`src/rtl/bus_arb_pkg.sv`:
```
package bus_arb_pkg;
  typedef enum logic {
    ARB_FREE  = 1'b0,
    ARB_OWNED = 1'b1
  } arb_state_e;
endpackage

```
`src/rtl/bus_arb_cfg.sv`:
```
module bus_arb_cfg #(
  parameter int N_MOD  = 3,
  parameter int PRIO_W = 3
) (
  input  logic                    clk_i,
  input  logic                    rst_ni,
  input  logic [N_MOD*PRIO_W-1:0] prio_a_i,
  input  logic [N_MOD*PRIO_W-1:0] prio_b_i,
  output logic [N_MOD*PRIO_W-1:0] eff_o
);
  logic cap_q;

  // capture window: reset and first edge after it
  always_ff @(posedge clk_i or negedge rst_ni) begin
    if (!rst_ni) cap_q <= 1'b1;
    else         cap_q <= 1'b0;
  end

  for (genvar i = 0; i < N_MOD; i++) begin : g_mod
    logic [PRIO_W-1:0] a_q, b_q;
    always_ff @(posedge clk_i) begin
      if (cap_q) begin
        a_q <= prio_a_i[i*PRIO_W +: PRIO_W];
        b_q <= prio_b_i[i*PRIO_W +: PRIO_W];
      end
    end
    assign eff_o[i*PRIO_W +: PRIO_W] = (b_q < a_q) ? b_q : a_q;
  end
endmodule

```
`src/rtl/bus_arb_pick.sv`:
```
module bus_arb_pick #(
  parameter int N_MOD  = 3,
  parameter int PRIO_W = 3
) (
  input  logic [N_MOD-1:0]        req_i,
  input  logic [N_MOD*PRIO_W-1:0] eff_i,
  output logic [N_MOD-1:0]        pick_o,
  output logic                    any_o
);
  logic [PRIO_W-1:0] best;

  // strict compare keeps the lower index on ties
  always_comb begin
    any_o  = 1'b0;
    best   = '0;
    pick_o = '0;
    for (int i = 0; i < N_MOD; i++) begin
      if (req_i[i] && (!any_o || eff_i[i*PRIO_W +: PRIO_W] < best)) begin
        any_o     = 1'b1;
        best      = eff_i[i*PRIO_W +: PRIO_W];
        pick_o    = '0;
        pick_o[i] = 1'b1;
      end
    end
  end
endmodule

```
`src/rtl/bus_arb_cpu_split.sv`:
```
module bus_arb_cpu_split (
  input  logic iop_req_i,
  input  logic cpu_req_i,
  output logic iop_win_o,
  output logic cpu_win_o
);
  assign iop_win_o = iop_req_i;
  assign cpu_win_o = cpu_req_i & ~iop_req_i;
endmodule

```
`src/rtl/bus_arb.sv`:
```
module bus_arb
  import bus_arb_pkg::*;
#(
  parameter int N_MOD  = 3,
  parameter int PRIO_W = 3
) (
  input  logic                    clk_i,
  input  logic                    rst_ni,
  input  logic [N_MOD*PRIO_W-1:0] prio_a_i,
  input  logic [N_MOD*PRIO_W-1:0] prio_b_i,
  input  logic [N_MOD-1:0]        req_i,
  input  logic [N_MOD-1:0]        rel_i,
  input  logic                    iop_req_i,
  input  logic                    iop_rel_i,
  input  logic                    cpu_req_i,
  input  logic                    cpu_rel_i,
  output logic [N_MOD-1:0]        gnt_o,
  output logic                    iop_gnt_o,
  output logic                    cpu_gnt_o,
  output logic                    busy_o
);
  localparam int NT = N_MOD + 2;

  logic [N_MOD*PRIO_W-1:0] eff;
  logic [N_MOD-1:0]        pick;
  logic                    mod_any;
  logic                    iop_win, cpu_win;
  logic [NT-1:0]           cand, rel_all, owner_q;
  arb_state_e              state_q;

  bus_arb_cfg #(.N_MOD(N_MOD), .PRIO_W(PRIO_W)) u_cfg (
    .clk_i    (clk_i),
    .rst_ni   (rst_ni),
    .prio_a_i (prio_a_i),
    .prio_b_i (prio_b_i),
    .eff_o    (eff)
  );

  bus_arb_pick #(.N_MOD(N_MOD), .PRIO_W(PRIO_W)) u_pick (
    .req_i  (req_i),
    .eff_i  (eff),
    .pick_o (pick),
    .any_o  (mod_any)
  );

  bus_arb_cpu_split u_split (
    .iop_req_i (iop_req_i),
    .cpu_req_i (cpu_req_i),
    .iop_win_o (iop_win),
    .cpu_win_o (cpu_win)
  );

  // processor slot only when no bus module asks
  assign cand    = mod_any ? {2'b00, pick} : {cpu_win, iop_win, {N_MOD{1'b0}}};
  assign rel_all = {cpu_rel_i, iop_rel_i, rel_i};

  always_ff @(posedge clk_i or negedge rst_ni) begin
    if (!rst_ni) begin
      owner_q <= '0;
      state_q <= ARB_FREE;
    end else begin
      case (state_q)
        ARB_FREE: if (|cand) begin
          owner_q <= cand;
          state_q <= ARB_OWNED;
        end
        ARB_OWNED: if (|(owner_q & rel_all)) begin
          owner_q <= '0;
          state_q <= ARB_FREE;
        end
        default: begin
          owner_q <= '0;
          state_q <= ARB_FREE;
        end
      endcase
    end
  end

  assign gnt_o     = owner_q[N_MOD-1:0];
  assign iop_gnt_o = owner_q[N_MOD];
  assign cpu_gnt_o = owner_q[N_MOD+1];
  assign busy_o    = (state_q == ARB_OWNED);
endmodule

```
`config.mk`:
```
export PLATFORM = sky130hd
export DESIGN_NAME = bus_arb
export DESIGN_NICKNAME = d
export VERILOG_FILES = /design/src/rtl/bus_arb_pkg.sv /design/src/rtl/bus_arb_cfg.sv /design/src/rtl/bus_arb_pick.sv /design/src/rtl/bus_arb_cpu_split.sv /design/src/rtl/bus_arb.sv
export SDC_FILE = /design/constraint.sdc
export NUM_CORES = 1
export LEC_CHECK = 0
export BUFFER_PORTS_ARGS = -buffer_cell sky130_fd_sc_hd__buf_2
export CORE_AREA = 2 2 68 70
export CTS_CLUSTER_DIAMETER = 200
export DETAILED_ROUTE_END_ITERATION = 16
export DIE_AREA = 0 0 70 72
export PLACE_DENSITY = 0.62
export SYNTH_ARGS = -nofsm -noshare
export SYNTH_HDL_FRONTEND = slang
export SYNTH_SLANG_ARGS = --single-unit
```
`constraint.sdc`:
```
create_clock -name clk_i -period 7.38 [get_ports clk_i]
set_clock_uncertainty 0.05 [all_clocks]
set_input_delay 0.369 -clock clk_i [delete_from_list [all_inputs] [get_ports clk_i]]
set_output_delay 0.369 -clock clk_i [all_outputs]
set_load 0.02 [all_outputs]
```
==> impl_metrics.ini <==
[clock_network]
cts_tree = yes
path_clk_slew_ps = 80
clock-root-buffer = clkbuf_8
numCtsBuffers = 3
cts_resized = 0
clock-sinks = 25
htree_levels = 1
clk_latency_ps = 260
clockBufferDepth = 2

[final_layout]
final_common_cell = buf_2
final_cell_mix = buf_2, edfxtp_1, inv_1
diodes = 0
fillers = 445
drive_gt1_share_pct = 27.4
fin_area_mm2 = 0.00165
nets = 200
areaGrowthSynthToFinish_pct = 21.8
instances_no_fill = 209

[timing]
rsz0062_at_grt = false
max_freq_mhz = 267
drv_slew = 0
period_share_pct = 50.7
setup_viol = 0
fin_crit_ps = 3740
setup_tns_ps = 0
hold_viol = 0

[place]
port_buffers = 35
routabilityCongestion = 0.785
dp_hpwl_mm = 2.11
placed_area_mm2 = 0.00159
dpl.cell_count = 204

[critical_path]
required_ps = 7490
worst-r2r-cell-count = 15
start_kind = register
crit_type = register to register
crit_path_end_kind = register
arrival_ps = 3850
cp_max_fo = 4

[synth]
synth.net_count = 159
synth_area_mm2 = 0.00135
ys_warn_count = 0
synth.distinct_cells = 35
seq_area_frac_synth_pct = 53.0
syn_avg_cell_area_um2 = 11.6
synth_seq_cells = 25
netlist_instances = 117

[grt]
gr-total-overflow = 0
first_global_vias = 1086
grt_max_degree = 19
antenna_found_initial = 0
grt.total_usage_pct = 10.9
grt_pass1_wl_mm = 4.46

[route]
viasPerCell = 5.02
postRouteWirelength_mm = 2.62
route.detailed.drc = 0
first_iter_violations = 42
drt-wirelength-per-cell_um = 12.5
via_count = 1050
firstDrtPassIters = 7
postRouteAntennaNets = 0

[floorplanning]
io_pins = 36
row_count = 24
start_util_pct = 31.7
fp.dieH_um = 72
core_area_mm2 = 0.00426
die_area_mm2 = 0.00504
die_w_um = 70

[worst_hold_path]
min_path_cells = 1
hold_class = input pin to register

[run]
drv_cap = 0

[power_and_ir_drop]
leakage_nw = 0.770
vdd_drop_max_mv = 0.0995
powerDensity_mw_per_mm2 = 219

[status]
status = finished clean
==> cell usage after synthesis, drive strengths merged <==
cell type / n / share of area [%]
o211a: 1 / 0.74
mux2i: 4 / 3.0
o211ai: 1 / 0.56
a31oi: 1 / 0.46
nor2: 7 / 2.1
a21o: 5 / 3.0
a32o: 1 / 0.74
nor3: 2 / 0.74
a21oi: 7 / 2.6
a211o: 1 / 0.65
o21ai: 8 / 3.0
a2bb2oi: 1 / 0.65
o21bai: 3 / 1.7
a2111o: 1 / 0.83
o22ai: 1 / 0.46
nor4: 1 / 0.92
o21a: 3 / 1.7
ha: 12 / 11
a211oi: 2 / 1.1
a22oi: 1 / 0.56
inv: 13 / 3.6
conb: 1 / 0.28
o221ai: 1 / 0.65
a22o: 1 / 0.65
nand2: 6 / 1.7
a311o: 1 / 0.74
a41o: 1 / 0.74
nand2b: 3 / 1.4
dfstp: 1 / 1.9
edfxtp: 18 / 40
or3: 1 / 0.46
dfrtp: 6 / 11
nand3: 1 / 0.37
==> through the flow <==
stage / worst slack [ps] / util (%) / power, mW / hold slack (ps)
2_1_floorplan: 4060 / - / 0.250 / 23.4
3_3_place_gp: 3900 / 37.4 / 0.279 / 158
5_1_grt: 3530 / 38.6 / 0.385 / 207
4_1_cts: 3670 / 38.6 / 0.365 / 217
6_report: 3640 / 38.6 / 0.361 / 224
3_5_place_dp: 3690 / 37.4 / 0.285 / 160
==> area by class of cell <==
class                           instances  area, um2  share of cell area [%]
Inverter                               13       48.8                    2.96
Sequential cell                        25        717                    43.5
Tap cell                               52       65.1                    3.95
Clock buffer                            4       45.0                    2.73
Timing Repair Buffer                   36        185                    11.2
Multi-Input combinational cell         79        587                    35.6
==> registers in the layout (all words and copies together), names as in the netlist <==
| register | count |
|---|---|
| u_cfg.g_mod.b_q | 9 |
| owner_q | 5 |
| u_cfg.g_mod.a_q | 9 |
| u_cfg.cap_q | 1 |
| busy_o | 1 |
==> layer usage <==
layer	up-vias	global-route usage (%)	part of all wire, %
met5	-	0	0
met4	0	3.85	0.96
met3	4	2.78	7.2
met2	44	20.4	51
met1	486	12.1	41
li1	516	-	-
==> where the power goes <==
group	total [mW]	internal (mW)	switching (mW)
logic	0.0992	0.0443	0.0548
registers	0.183	0.167	0.0153
clock network	0.0788	0.0385	0.0402
total	0.361	0.250	0.110
==> logic make-up (layout without fill, tap and decap cells) <==
| family | after synthesis | after routing | share of synthesized area (%) |
|---|---|---|---|
| AOI/OAI and AO/OA | 41 | 41 | 21.4 |
| adders and majority gates | 12 | 12 | 11.1 |
| buffers and inverters | 13 | 53 | 3.61 |
| DFF | 25 | 25 | 53.0 |
| muxes | 4 | 4 | 2.96 |
| other | 1 | 1 | 0.277 |
| and+or+nand+nor | 21 | 21 | 7.68 |
==> path summary, 6_finish.rpt <==
path | end | start | slack, ps
setup reg to reg | owner_q[1] | u_cfg.g_mod[0].b_q[2] | 3640
max in group asynchronous | u_cfg.cap_q | rst_ni | 6650
hold / removal | u_cfg.g_mod[2].a_q[1] | prio_a_i[7] | 220
min in group asynchronous | busy_o | rst_ni | 400
setup / recovery | owner_q[1] | u_cfg.g_mod[0].b_q[2] | 3640
hold reg to reg | owner_q[3] | owner_q[3] | 490
==> timing repair <==
item	in CTS	in global routing
hold buffers	1	0
buffers inserted	0	0
hold endpoints to repair	6	0
==> critical path: stages (launching register included) <==
cell,delay [ps]
edfxtp_1,410
ha_1,350
a21o_2,240
mux2i_1,120
nor2_1,140
inv_1,60
ha_1,320
a21oi_1,200
o21ai_0,140
a21oi_1,330
mux2i_1,240
ha_1,260
a311o_1,270
o221ai_1,80
o211ai_1,160
a32o_1,280
Power figures use the tool's default switching activity.
